File: src/rtl/i2cs_pkg.sv
// Shared types for the strap-addressed I2C slave.
package i2cs_pkg;

    // Protocol engine states.
    typedef enum logic [2:0] {
        ST_IDLE,       // no transfer open, waiting for START
        ST_ADDR,       // shifting in address + R/W
        ST_ADDR_ACK,   // driving ACK for our address
        ST_WDATA,      // shifting in a write byte
        ST_WACK,       // driving ACK for a write byte
        ST_RDATA,      // shifting out a read byte
        ST_RACK,       // sampling the master's ACK/NACK
        ST_WAIT_STOP   // silent until STOP
    } i2cs_state_e;

    // Fixed upper part of the 7-bit slave address.
    localparam logic [4:0] ADDR_FIXED = 5'b00111;

endpackage

File: src/rtl/i2cs_deglitch.sv
// Synchronizer plus glitch filter for one bus line.
// Assumes: raw is asynchronous to clk; the output follows the input only
// after FILT_LEN consecutive samples disagree with the current output.
module i2cs_deglitch #(
    parameter int   FILT_LEN  = 3,
    parameter logic RESET_VAL = 1'b1
) (
    input  logic clk,
    input  logic rst_n,
    input  logic raw,
    output logic clean
);
    localparam int CW = $clog2(FILT_LEN + 1);

    logic          sync1;
    logic          sync2;
    logic [CW-1:0] run_cnt;

    // Two-flop synchronizer into the clk domain.
    always_ff @(posedge clk) begin
        if (!rst_n) begin
            sync1 <= RESET_VAL;
            sync2 <= RESET_VAL;
        end else begin
            sync1 <= raw;
            sync2 <= sync1;
        end
    end

    // Accept a new level only after it has been stable long enough.
    always_ff @(posedge clk) begin
        if (!rst_n) begin
            clean   <= RESET_VAL;
            run_cnt <= '0;
        end else if (sync2 == clean) begin
            run_cnt <= '0;
        end else if (run_cnt == CW'(FILT_LEN - 1)) begin
            clean   <= sync2;
            run_cnt <= '0;
        end else begin
            run_cnt <= run_cnt + 1'b1;
        end
    end
endmodule

File: src/rtl/i2cs_bus_events.sv
// Edge and bus-condition detector on filtered SCL/SDA.
// Assumes: inputs are already synchronous and deglitched; both lines see
// the same filter delay, so their relative order is preserved.
module i2cs_bus_events (
    input  logic clk,
    input  logic rst_n,
    input  logic scl,
    input  logic sda,
    output logic scl_rise,
    output logic scl_fall,
    output logic start_det,
    output logic stop_det
);
    logic scl_q;
    logic sda_q;

    // Remember last cycle's levels.
    always_ff @(posedge clk) begin
        if (!rst_n) begin
            scl_q <= 1'b1;
            sda_q <= 1'b1;
        end else begin
            scl_q <= scl;
            sda_q <= sda;
        end
    end

    // Clock edges and SDA transitions while SCL stays high.
    always_comb begin
        scl_rise  = scl & ~scl_q;
        scl_fall  = ~scl & scl_q;
        start_det = scl & scl_q & sda_q & ~sda;
        stop_det  = scl & scl_q & ~sda_q & sda;
    end
endmodule

File: src/rtl/i2cs_engine.sv
// Byte-level protocol engine: address match, ACK, write and read shifting.
// Assumes: single-cycle event strobes from i2cs_bus_events; rd_data is
// valid in the cycle rd_req is high; STOP has priority over everything.
module i2cs_engine
    import i2cs_pkg::*;
#(
    parameter int DATA_W = 8
) (
    input  logic              clk,
    input  logic              rst_n,
    input  logic              scl_rise,
    input  logic              scl_fall,
    input  logic              start_det,
    input  logic              stop_det,
    input  logic              sda_bit,
    input  logic [DATA_W-2:0] dev_addr,
    input  logic [DATA_W-1:0] rd_data,
    output logic              sda_oe,
    output logic              wr_valid,
    output logic [DATA_W-1:0] wr_data,
    output logic              rd_req
);
    localparam int CNT_W = $clog2(DATA_W + 1);
    localparam logic [CNT_W-1:0] LAST_BIT = CNT_W'(DATA_W - 1);
    localparam logic [CNT_W-1:0] FULL     = CNT_W'(DATA_W);

    i2cs_state_e       state;
    logic [DATA_W-1:0] rx_sh;
    logic [DATA_W-1:0] tx_sh;
    logic [CNT_W-1:0]  bit_cnt;
    logic              is_read;
    logic              m_nack;

    // Main sequencer: bus conditions first, then per-state bit handling.
    always_ff @(posedge clk) begin
        if (!rst_n) begin
            state    <= ST_IDLE;
            rx_sh    <= '0;
            tx_sh    <= '0;
            bit_cnt  <= '0;
            is_read  <= 1'b0;
            m_nack   <= 1'b0;
            sda_oe   <= 1'b0;
            wr_valid <= 1'b0;
            wr_data  <= '0;
            rd_req   <= 1'b0;
        end else begin
            wr_valid <= 1'b0;
            rd_req   <= 1'b0;
            if (rd_req) begin
                tx_sh <= rd_data;
            end
            if (stop_det) begin
                state  <= ST_IDLE;
                sda_oe <= 1'b0;
            end else if (start_det) begin
                sda_oe <= 1'b0;
                if (state == ST_IDLE) begin
                    state   <= ST_ADDR;
                    bit_cnt <= '0;
                end else begin
                    state <= ST_WAIT_STOP;
                end
            end else begin
                case (state)
                    ST_ADDR: begin
                        if (scl_rise) begin
                            rx_sh   <= {rx_sh[DATA_W-2:0], sda_bit};
                            bit_cnt <= bit_cnt + 1'b1;
                        end else if (scl_fall && bit_cnt == FULL) begin
                            if (rx_sh[DATA_W-1:1] == dev_addr) begin
                                state   <= ST_ADDR_ACK;
                                sda_oe  <= 1'b1;
                                is_read <= rx_sh[0];
                                rd_req  <= rx_sh[0];
                            end else begin
                                state <= ST_WAIT_STOP;
                            end
                        end
                    end
                    ST_ADDR_ACK: begin
                        if (scl_fall) begin
                            bit_cnt <= '0;
                            if (is_read) begin
                                state  <= ST_RDATA;
                                sda_oe <= ~tx_sh[DATA_W-1];
                            end else begin
                                state  <= ST_WDATA;
                                sda_oe <= 1'b0;
                            end
                        end
                    end
                    ST_WDATA: begin
                        if (scl_rise) begin
                            rx_sh   <= {rx_sh[DATA_W-2:0], sda_bit};
                            bit_cnt <= bit_cnt + 1'b1;
                        end else if (scl_fall && bit_cnt == FULL) begin
                            state    <= ST_WACK;
                            sda_oe   <= 1'b1;
                            wr_valid <= 1'b1;
                            wr_data  <= rx_sh;
                        end
                    end
                    ST_WACK: begin
                        if (scl_fall) begin
                            state   <= ST_WDATA;
                            sda_oe  <= 1'b0;
                            bit_cnt <= '0;
                        end
                    end
                    ST_RDATA: begin
                        if (scl_fall) begin
                            bit_cnt <= bit_cnt + 1'b1;
                            if (bit_cnt == LAST_BIT) begin
                                state  <= ST_RACK;
                                sda_oe <= 1'b0;
                            end else begin
                                tx_sh  <= {tx_sh[DATA_W-2:0], 1'b0};
                                sda_oe <= ~tx_sh[DATA_W-2];
                            end
                        end
                    end
                    ST_RACK: begin
                        if (scl_rise) begin
                            m_nack <= sda_bit;
                            rd_req <= ~sda_bit;
                        end else if (scl_fall) begin
                            bit_cnt <= '0;
                            if (m_nack) begin
                                state <= ST_WAIT_STOP;
                            end else begin
                                state  <= ST_RDATA;
                                sda_oe <= ~tx_sh[DATA_W-1];
                            end
                        end
                    end
                    default: begin
                        sda_oe <= 1'b0;
                    end
                endcase
            end
        end
    end
endmodule

File: src/rtl/i2c_strap_slave.sv
// Top of the strap-addressed I2C byte slave.
// Assumes: clk is much faster than SCL (at least ~20x the bit rate plus
// the filter length); strap pins are static while a transfer is open.
module i2c_strap_slave #(
    parameter int FILT_LEN = 3,
    parameter int DATA_W   = 8
) (
    input  logic              clk,
    input  logic              rst_n,
    input  logic              strap_a1,
    input  logic              strap_a2,
    input  logic              scl_in,
    input  logic              sda_in,
    output logic              sda_oe,
    output logic              wr_valid,
    output logic [DATA_W-1:0] wr_data,
    output logic              rd_req,
    input  logic [DATA_W-1:0] rd_data
);
    import i2cs_pkg::*;

    localparam int N_LINES = 2;
    localparam int ADDR_W  = DATA_W - 1;

    logic [N_LINES-1:0] raw_bus;
    logic [N_LINES-1:0] clean_bus;
    logic               scl_rise;
    logic               scl_fall;
    logic               start_det;
    logic               stop_det;
    logic [ADDR_W-1:0]  dev_addr;

    // Bit 0 carries SCL, bit 1 carries SDA.
    assign raw_bus  = {sda_in, scl_in};
    // Own address: fixed upper bits, straps in the two low bits.
    assign dev_addr = ADDR_W'({ADDR_FIXED, strap_a2, strap_a1});

    for (genvar g = 0; g < N_LINES; g++) begin : g_line
        i2cs_deglitch #(
            .FILT_LEN (FILT_LEN),
            .RESET_VAL(1'b1)
        ) u_flt (
            .clk  (clk),
            .rst_n(rst_n),
            .raw  (raw_bus[g]),
            .clean(clean_bus[g])
        );
    end

    i2cs_bus_events u_evt (
        .clk      (clk),
        .rst_n    (rst_n),
        .scl      (clean_bus[0]),
        .sda      (clean_bus[1]),
        .scl_rise (scl_rise),
        .scl_fall (scl_fall),
        .start_det(start_det),
        .stop_det (stop_det)
    );

    i2cs_engine #(
        .DATA_W(DATA_W)
    ) u_eng (
        .clk      (clk),
        .rst_n    (rst_n),
        .scl_rise (scl_rise),
        .scl_fall (scl_fall),
        .start_det(start_det),
        .stop_det (stop_det),
        .sda_bit  (clean_bus[1]),
        .dev_addr (dev_addr),
        .rd_data  (rd_data),
        .sda_oe   (sda_oe),
        .wr_valid (wr_valid),
        .wr_data  (wr_data),
        .rd_req   (rd_req)
    );
endmodule

File: config.mk
export PLATFORM = sky130hd
export DESIGN_NAME = i2c_strap_slave
export DESIGN_NICKNAME = d
export VERILOG_FILES = /design/src/rtl/i2cs_pkg.sv /design/src/rtl/i2cs_deglitch.sv /design/src/rtl/i2cs_bus_events.sv /design/src/rtl/i2cs_engine.sv /design/src/rtl/i2c_strap_slave.sv
export SDC_FILE = /design/constraint.sdc
export NUM_CORES = 1
export LEC_CHECK = 0
export ABC_AREA = 1
export CAP_MARGIN = 40
export CORE_MARGIN = 8
export CORE_UTILIZATION = 35
export CTS_BUF_LIST = sky130_fd_sc_hd__clkbuf_8 sky130_fd_sc_hd__clkbuf_16
export DETAILED_ROUTE_END_ITERATION = 6
export DONT_BUFFER_PORTS = 1
export PLACE_DENSITY = 0.6
export SKIP_CTS_REPAIR_TIMING = 1
export SLEW_MARGIN = 20
export SYNTH_ARGS = -nofsm -noshare
export SYNTH_HDL_FRONTEND = slang
export SYNTH_SLANG_ARGS = --single-unit
File: constraint.sdc
create_clock -name clk -period 2.3 [get_ports clk]
set_input_delay 0.23 -clock clk [delete_from_list [all_inputs] [get_ports clk]]
set_output_delay 0.23 -clock clk [all_outputs]
set_load 0.005 [all_outputs]
==> run_results.csv, run 1 <==
group,metric,value,unit
logic_synthesis,postSynthAreaPerCell,6.72,sq um
timing,maxSlewViolCount,0,
setup_path,timing.rr.start,"g_line[1].u_flt.clean",
timing,fmax,562,MHz
layout,layout_commonest_cell,"nand2_1",
drt,ant_nets,0,
drt,viasPerCell,4.97,
timing,setup-violations-final,0,
setup_path,cp-start-kind,"flip-flop",
setup_path,endpoint_kind,"flip-flop",
placed_design,hpwl,3.91,mm
clock_tree,clock-sinks,48,
clock_tree,clock_path_buffers,2,
layout,area_delta_synth_final,5.99,%
logic_synthesis,synth_nets,366,
power,power.density,901,nW/um^2
layout,nets,363,
timing,relSlewSlack,66.8,%
timing,tns,0,ps
placed_design,dp.cells,414,
setup_path,critPathLaunch,"g_line[1].u_flt.clean",
global_routing,overflow,0,
drt,via_count,2099,
clock_tree,clkLatencyLatePin,300,ps
clock_tree,clk_pin_slew,80,ps
setup_path,crit_end,"u_eng.bit_cnt[1]",
logic_synthesis,yosys_warnings,0,
placed_design,post-place-ws,538,ps
drt,wl_per_cell,12.4,microns
die,die_w,97.7,microns
die,fp.coreArea,6420,sq um
drt,wl,5.22,mm
timing,rsz0062_at_grt,"false",
logic_synthesis,synth_area,2340,sq um
die,num_rows,29,
setup_path,reg2reg_depth,8,
global_routing,grt_antenna_before_repair,0,
die,ios,25,
timing,hold_viol,0,
timing,period_share,77.4,%
drt,drc,0,
min_path,worstHoldPathType,"in2reg",
die,die_area,9550,sq um
clock_tree,tritoncts,"built",
logic_synthesis,yosys.area.top_type,"dfxtp_1",
global_routing,grt_pass1_vias,1947,
clock_tree,cts_made_buffers,5,
global_routing,grtUsageTotal,11.4,%
die,die_height,97.7,microns
timing,whs,37.3,ps
setup_path,worst-setup-path-type,"reg2reg",
drt,drt_iter0_drc,142,
power,ir_drop,0.000388,V
timing,skew,5.68,ps
clock_tree,cts_root_buf,"clkbuf_8",
timing,worst_slack,521,ps
run,cap_violations,0,
layout,final_cells,422,
logic_synthesis,ys_types,29,
global_routing,grt_pass1_wl,9.14,mm
layout,drive_above_1_share,6.38,%
logic_synthesis,seq_area_frac_synth,41.1,%
timing,tightest_slew,497,ps
setup_path,rr_endpoint,"u_eng.bit_cnt[1]",
logic_synthesis,ys_top_cells_by_area,"dfxtp_1, nand2_1, nor2_1",
power,p_leak,0.00108,uW
power,report.power.total,2230,uW
setup_path,r2r_setup_slack,520,ps
logic_synthesis,ys_ff_latch,48,
setup_path,crit_path_max_fanout,17,
logic_synthesis,synth.top_cell.area_share,41.1,%
layout,antenna_cells,0,
status,status,"finished, final reports clean",
placed_design,gp_congestion,0.893,
layout,final_cell_mix,"nand2_1, nor2_1, dfxtp_1",
setup_path,cp.arrival,1970,ps
logic_synthesis,syn_inst,348,
setup_path,crit_required,2490,ps
global_routing,grt_start_max_net_pins,33,
placed_design,io_buffers,0,
die,initial_core_util,36.4,%
timing,post-route-min-period,1780,ps
drt,dr.pass1.iters,4,
clock_tree,cts.htree.levels,2,
per-stage QoR:
step	utilization, %	area, sq um
2_1_floorplan	-	2340
3_3_place_gp	37.0	2380
3_5_place_dp	37.0	2380
4_1_cts	38.4	2470
5_1_grt	38.6	2480
6_report	38.6	2480
power breakdown:
part           switching, uW  internal [uW]  leakage, uW
clock                    266            240    0.0000473
combinational            496            259     0.000647
sequential              89.0            884     0.000389
area by class of cell:
type	count	area, sq um
Clock buffer	6	82.6
Clock inverter	1	8.76
Fill cell	703	3940
Inverter	40	150
Multi-Input combinational cell	248	1160
Sequential cell	48	961
Tap cell	77	96.3
Timing Repair Buffer	2	17.5
worst max-delay path, cell delays in order (launching register included):
cell,delay [ps]
dfxtp_1,330
inv_1,190
nand4_2,380
a21oi_1,350
nor2_1,130
nand2_2,150
nand2_1,60
nand2_1,50
nor2_1,40
cell usage after synthesis:
library cell and count:
o21a_1 1, o21ai_0 38, nor2_4 1, a21oi_1 31, xor2_1 1, nand3_1 23
buf_4 2, nor3_1 1, o211ai_1 3, nor2_2 1, inv_1 38, nand3b_1 1
buf_6 1, buf_2 3, inv_2 2, nand4_2 1, ha_1 4, nor4_1 1
dfxtp_1 48, nand4_1 1, clkbuf_2 1, nor3_2 1, or2_2 4, nor2_1 59
clkbuf_1 5, nand2_2 3, o21ai_1 3, nand2_1 69, o21ai_2 1
per-layer routing:
| layer | vias to the layer above | GRT usage, % | wire [microns] |
|---|---|---|---|
| met5 | - | 0 | 0 |
| met4 | 0 | 5.52 | 129 |
| met3 | 12 | 2.91 | 238 |
| met2 | 53 | 17.2 | 2300 |
| met1 | 922 | 14.7 | 2550 |
| li1 | 1112 | - | - |
flip-flops by register name (all words and copies together) (netlist names), 2 cells and up:
| signal | count |
|---|---|
| g_line.u_flt.clean | 2 |
| g_line.u_flt.run_cnt | 4 |
| g_line.u_flt.sync1 | 2 |
| g_line.u_flt.sync2 | 2 |
| u_eng.bit_cnt | 4 |
| u_eng.rx_sh | 8 |
| u_eng.state | 3 |
| u_eng.tx_sh | 8 |
| u_eng.wr_data | 8 |
logic make-up (layout without fill, tap and decap cells):
kind of cell / Yosys count / after routing / synth area share, %
AOI/OAI and AO/OA: 77 / 77 / 17.1
and+or+nand+nor: 166 / 166 / 30.1
buffers and inverters: 52 / 49 / 9.20
DFF: 48 / 48 / 41.1
adders and majority gates: 4 / 4 / 2.14
xor gates and xnor gates: 1 / 1 / 0.375
worst min-delay path by stage:
stage                 from                     to  cells after the start
detailed placement   rst_n            u_evt.sda_q                      1
global route        scl_in  g_line[0].u_flt.sync1                      1
floorplan           scl_in  g_line[0].u_flt.sync1                      1
global placement     rst_n            u_evt.sda_q                      1
CTS                  rst_n            u_evt.sda_q                      1
finish              sda_in  g_line[1].u_flt.sync1                      1
Note: power is estimated with default switching activity, not from simulation.
==> inputs of run 2 (changes only) <==
==> constraint.sdc (replaced) <==
create_clock -name clk -period 1.82 [get_ports clk]
set_input_delay 0.182 -clock clk [delete_from_list [all_inputs] [get_ports clk]]
set_output_delay 0.182 -clock clk [all_outputs]
set_load 0.005 [all_outputs]
==> run 2 against run 1 <==
Against the previous run:
- via count grew 1.4%
- clock-buffer cell count is the same
- non-clock buffer count grew 5
- worst setup slack lost 310 ps
- global-route usage grew 0.15 points
- combinational power grew 31%
- core utilization grew 0.78 points
- sequential cell count is the same
- worst hold slack lost 29 ps
- die area is the same
- clock power grew 28%
- final cell count grew 1.2%
==> run_results.csv, run 2 (synthesis gave the netlist of run 1 again) <==
group,metric,value,unit
layout,post-route-util,39.4,%
timing,period_share,88.4,%
drt,drt_iter0_drc,150,
run,cap_violations,0,
setup_path,endpoint_kind,"flip-flop",
global_routing,grt_pass1_wl,9.27,mm
die,num_rows,29,
timing,tightest_slew,499,ps
drt,drc,0,
min_path,worstHoldStart,"rst_n",
layout,final_area,2530,sq um
die,initial_core_util,36.4,%
setup_path,reg2reg_depth,9,
drt,wl_met3,281,microns
timing,maxSlewViolCount,0,
drt,via_count,2129,
global_routing,overflow,0,
power,power.density,1140,nW/um^2
drt,wl,5.37,mm
placed_design,hpwl,3.93,mm
die,fp.coreArea,6420,sq um
drt,wl_met2,2.37,mm
clock_tree,clkLatencyLatePin,300,ps
setup_path,cpPeakStageDelay,430,ps
clock_tree,clock_path_buffers,2,
die,die_w,97.7,microns
clock_tree,clk_pin_slew,90,ps
placed_design,io_buffers,0,
setup_path,crit_path_max_fanout,5,
setup_path,worst-setup-path-type,"reg2reg",
drt,dr.pass1.iters,4,
power,p_leak,0.00111,uW
power,report.power.total,2870,uW
timing,setup-violations-final,0,
power,ir_drop,0.000556,V
setup_path,crit_chain,"inv_2 -> nor2_1 -> inv_1 -> nor2_2 -> nor2_1 -> nand2_1 -> nor2_1 -> a21oi_1 -> nor2_1",
global_routing,grt_start_max_net_pins,33,
drt,ant_nets,0,
drt,viasPerCell,4.99,
setup_path,critPathLaunch,"g_line[0].u_flt.clean",
global_routing,grt_antenna_before_repair,0,
setup_path,rr_endpoint,"u_eng.sda_oe",
setup_path,crit_required,2020,ps
min_path,whs_path_depth,2,
timing,post-route-min-period,1610,ps
die,die_height,97.7,microns
setup_path,cp_slowest_cell,"dfxtp_1",
clock_tree,cts.htree.levels,2,
die,die_area,9550,sq um
layout,layout_commonest_cell,"nand2_1",
drt,wl_met1,2.65,mm
global_routing,grtUsageTotal,11.5,%
clock_tree,cts_made_buffers,5,
layout,area_delta_synth_final,8.13,%
layout,antenna_cells,0,
timing,relSlewSlack,66.7,%
placed_design,post_dp_cell_area,2400,sq um
drt,wl_per_cell,12.6,microns
min_path,hold-path-endpoint,"u_eng.bit_cnt[1]",
global_routing,grt_pass1_vias,2009,
min_path,worstHoldPathType,"in2reg",
status,status,"finished, final reports clean",
setup_path,timing.rr.start,"g_line[0].u_flt.clean",
setup_path,cp-start-kind,"flip-flop",
layout,nets,368,
clock_tree,tritoncts,"built",
setup_path,crit_top_cell,"nor2_1",
clock_tree,cts_root_buf,"clkbuf_8",
layout,fillers,669,
setup_path,cp.arrival,1810,ps
layout,final_cell_mix,"nand2_1, nor2_1, dfxtp_1",
clock_tree,clock-sinks,48,
timing,rsz0062_at_grt,"false",
timing,tns,0,ps
timing,fmax,622,MHz
die,ios,25,
setup_path,r2r_setup_slack,210,ps
timing,hold_viol,0,
timing,skew,7.54,ps
placed_design,gp_congestion,0.941,
timing,worst_slack,211,ps
layout,reg_top3,"u_eng.rx_sh x8, u_eng.tx_sh x8, u_eng.wr_data x8",
layout,drive_above_1_share,8.29,%
placed_design,post-place-ws,189,ps
drt,routed.top_layer,"met4",
-- run 2: final cells by class --
type | instances | area (sq um) | share of cell area [%]
inverters | 40 | 150 | 5.94
multi-input cells | 248 | 1170 | 46.2
clock inverters | 1 | 8.76 | 0.346
well taps | 77 | 96.3 | 3.81
clock buffers | 6 | 82.6 | 3.27
repair buffers | 7 | 60.1 | 2.38
flip-flops and latches | 48 | 963 | 38.1
-- run 2: worst max path at each step --
stage	slack, ps	endpoint	cells past startpoint
final	210	u_eng.sda_oe	9
after floorplan	420	u_eng.state[0]	8
after detailed placement	190	u_eng.tx_sh[5]	6
after global placement	200	u_eng.state[0]	9
after global routing	40	u_eng.state[0]	9
after CTS	160	u_eng.tx_sh[5]	6
-- run 2: through the flow --
step	hold WS, ps	cells
6_report	8.58	427
5_1_grt	3.25	427
4_1_cts	-53.0	424
3_5_place_dp	260	417
3_3_place_gp	256	417
2_1_floorplan	289	348
-- run 2: power by group --
group	switching [uW]	total, uW	leakage (uW)	internal [uW]
sequential	113	1230	0.000390	1120
clock	344	648	0.0000473	303
combinational	650	989	0.000671	339
-- run 2: critical path, delay by kind of cell (launching register included) --
family / cells / cell delay [ps]
AOI/OAI and AO/OA: 1 / 140
buffers and inverters: 2 / 210
DFF: 1 / 430
and+or+nand+nor: 6 / 740
-- run 2: layer usage --
| metal | global-route usage, % | vias up |
|---|---|---|
| li1 | - | 1119 |
| met1 | 14.5 | 946 |
| met2 | 18.5 | 58 |
| met3 | 3.19 | 6 |
| met4 | 4.08 | 0 |
| met5 | 0 | - |
==> inputs of run 3 (changes only) <==
--- a/config.mk
+++ b/config.mk
@@ -8,13 +8,15 @@
 export ABC_AREA = 1
 export CAP_MARGIN = 40
 export CORE_MARGIN = 8
-export CORE_UTILIZATION = 35
+export CORE_UTILIZATION = 42
 export CTS_BUF_LIST = sky130_fd_sc_hd__clkbuf_8 sky130_fd_sc_hd__clkbuf_16
 export DETAILED_ROUTE_END_ITERATION = 6
 export DONT_BUFFER_PORTS = 1
-export PLACE_DENSITY = 0.6
+export PLACE_DENSITY = 0.67
+export RECOVER_POWER = 25
 export SKIP_CTS_REPAIR_TIMING = 1
 export SLEW_MARGIN = 20
 export SYNTH_ARGS = -nofsm -noshare
 export SYNTH_HDL_FRONTEND = slang
+export SYNTH_HIERARCHICAL = 1
 export SYNTH_SLANG_ARGS = --single-unit
==> run 3 against run 2 <==
Against the previous run:
- the flow now finishes with violations (hold timing)
- clock power up 15%
- routed wire length shrank 9.4%
- synthesized cell count is the same
- total power increased by 6.7%
- final cell count is 1.9% higher
- sequential power is 3% higher
- cell area rose by 5.4%
- worst setup slack got worse by 28 ps
- critical endpoint is now u_eng/state[1]
- largest power group unchanged
==> run_results.csv, run 3 <==
group,metric,value,unit
status,status,"finished, violations left",
status,violations,"hold timing",
clock_tree,tritoncts,"built",
min_path,hold-path-endpoint,"u_eng/bit_cnt[0]",
die,die_w,92.4,microns
clock_tree,clock_path_buffers,2,
timing,fmax,611,MHz
layout,antenna_cells,0,
drt,wl_per_cell,11.2,microns
min_path,worstHoldStart,"rst_n",
placed_design,io_buffers,0,
setup_path,reg2reg_depth,11,
logic_synthesis,synthFlopType,"dfxtp_1",
drt,wl,4.86,mm
logic_synthesis,syn_inst,348,
global_routing,grt_pass1_wl,8.51,mm
placed_design,post_dp_cell_area,2520,sq um
drt,via_count,2082,
layout,multi_input_area,1240,sq um
die,initial_core_util,42.4,%
min_path,worstHoldPathType,"in2reg",
layout,seqCellArea,962,sq um
logic_synthesis,synth_edf_count,0,
clock_tree,clock-sinks,48,
die,num_rows,28,
setup_path,cp-start-kind,"flip-flop",
timing,post-route-min-period,1640,ps
drt,ant_nets,0,
timing,hold_viol,1,
logic_synthesis,seq_area_frac_synth,39.2,%
setup_path,r2r_setup_slack,180,ps
timing,maxSlewViolCount,0,
power,p_leak,0.00126,uW
placed_design,hpwl,3.62,mm
setup_path,crit_path_max_fanout,5,
global_routing,overflow,0,
setup_path,timing.rr.start,"u_eng/bit_cnt[0]",
clock_tree,clk_pin_slew,90,ps
power,power.density,1150,nW/um^2
clock_tree,cts_root_buf,"clkbuf_8",
setup_path,endpoint_kind,"flip-flop",
power,ir_drop,0.000459,V
setup_path,crit_required,2020,ps
clock_tree,cts_made_buffers,5,
logic_synthesis,yosys.area.top_type,"dfxtp_1",
timing,setup-violations-final,0,
setup_path,cp.arrival,1840,ps
global_routing,grtUsageTotal,12.0,%
layout,fillers,581,
global_routing,grt_start_max_net_pins,33,
logic_synthesis,ys_types,33,
setup_path,rr_endpoint,"u_eng/state[1]",
placed_design,gp_congestion,0.914,
logic_synthesis,synth_area,2450,sq um
global_routing,grt_antenna_before_repair,0,
logic_synthesis,yosys_warnings,6,
timing,rsz0062_at_grt,"false",
run,cap_violations,0,
layout,final_cell_mix,"nand2_1, inv_1, dfxtp_1",
clock_tree,clkLatencyLatePin,300,ps
layout,nets,377,
drt,drt_iter0_drc,136,
layout,reg_top3,"u_eng/rx_sh x8, u_eng/tx_sh x8, u_eng/wr_data x8",
die,fp.coreArea,5780,sq um
logic_synthesis,synth.most_common_cell,"nand2_1",
logic_synthesis,postSynthAreaPerCell,7.05,sq um
clock_tree,cts.htree.levels,2,
setup_path,worst-setup-path-type,"reg2reg",
drt,drc,0,
global_routing,grt_pass1_vias,1925,
min_path,whs_path_depth,2,
die,die_area,8540,sq um
layout,final_area,2670,sq um
layout,drive_above_1_share,14.4,%
timing,tns,0,ps
logic_synthesis,yosys-top-cells-count,"nand2_1, dfxtp_1, inv_1",
timing,whs,-4.52,ps
drt,dr.pass1.iters,4,
timing,period_share,89.9,%
die,ios,25,
logic_synthesis,ys_ff_latch,48,
die,die_height,92.4,microns
timing,skew,6.41,ps
logic_synthesis,synth_async_sr_flop_share,0,%
layout,layout_commonest_cell,"nand2_1",
logic_synthesis,ys_top_cells_by_area,"dfxtp_1, nand2_1, inv_1",
layout,area_delta_synth_final,8.62,%
logic_synthesis,synth.top_cell.area_share,39.2,%
drt,viasPerCell,4.79,
-- run 3: cell count changes after synthesis, moves of 4 or more --
| cell | change |
|---|---|
| a21oi_2 | +5 |
| inv_1 | +9 |
| inv_2 | +5 |
| nand2_2 | +4 |
| nand3_1 | -10 |
| nand3_2 | +6 |
| nand4_1 | +5 |
| nor2_1 | -20 |
| o21ai_0 | -7 |
-- run 3: power breakdown --
| group | internal, uW | switching (uW) | total, uW | leakage (uW) |
|---|---|---|---|---|
| Clock | 402 | 346 | 748 | 0.0000593 |
| Combinational | 371 | 675 | 1050 | 0.000812 |
| Sequential | 1140 | 132 | 1270 | 0.000390 |
-- run 3: area by class of cell --
cell class,instances,area share [%]
multi-input combinational,243,46.6
sequential,48,36.1
clock inverter,3,1.46
tap,75,3.52
inverter,55,7.79
timing repair buffer,6,1.97
clock buffer,5,2.58
-- run 3: critical path, cell delays in order, from the launching register on --
cell and delay (ps):
dfxtp_1 350, inv_1 80, ha_1 150, nand2_1 50, nor2_1 310, nor2_1 70
a21oi_1 160, nand2_2 100, nand2_2 90, inv_2 40, nor2_1 90, nor2_1 50
-- run 3: layer usage --
metal / GRT usage [%] / part of all wire, %
met1: 14.4 / 47
met2: 19.5 / 46
met3: 3.24 / 4.9
met4: 5.50 / 2.1
met5: 0 / 0
-- run 3: cells by family after synthesis --
group	Yosys count	share of synthesized area (%)
AOI/OAI and AO/OA	74	16.1
muxes	1	0.459
buffers and inverters	64	11.4
DFF	48	39.2
other	2	0.306
xor gates and xnor gates	2	0.714
adders and majority gates	4	2.04
and+or+nand+nor	153	29.8
-- run 3: worst max path at each step --
stage | startpoint | endpoint | depth (start not counted)
floorplan | g_line[0].u_flt/clean | u_eng/wr_data[4] | 10
global placement | u_eng/bit_cnt[0] | u_eng/state[1] | 11
detailed placement | g_line[0].u_flt/clean | u_eng/wr_data[1] | 9
CTS | g_line[0].u_flt/clean | u_eng/bit_cnt[1] | 9
global route | u_eng/bit_cnt[0] | u_eng/state[0] | 11
finish | u_eng/bit_cnt[0] | u_eng/state[1] | 11
-- run 3: per-stage QoR --
stage	power (uW)	hold slack, ps	std cells	util [%]	setup slack (ps)
after detailed placement	2320	261	424	43.7	177
after floorplan	2160	251	355	-	360
after CTS	3070	-58.2	432	45.5	153
final	3060	-4.52	435	46.1	183
after global routing	3300	7.69	435	46.1	6.06
after global placement	2310	258	424	43.7	251
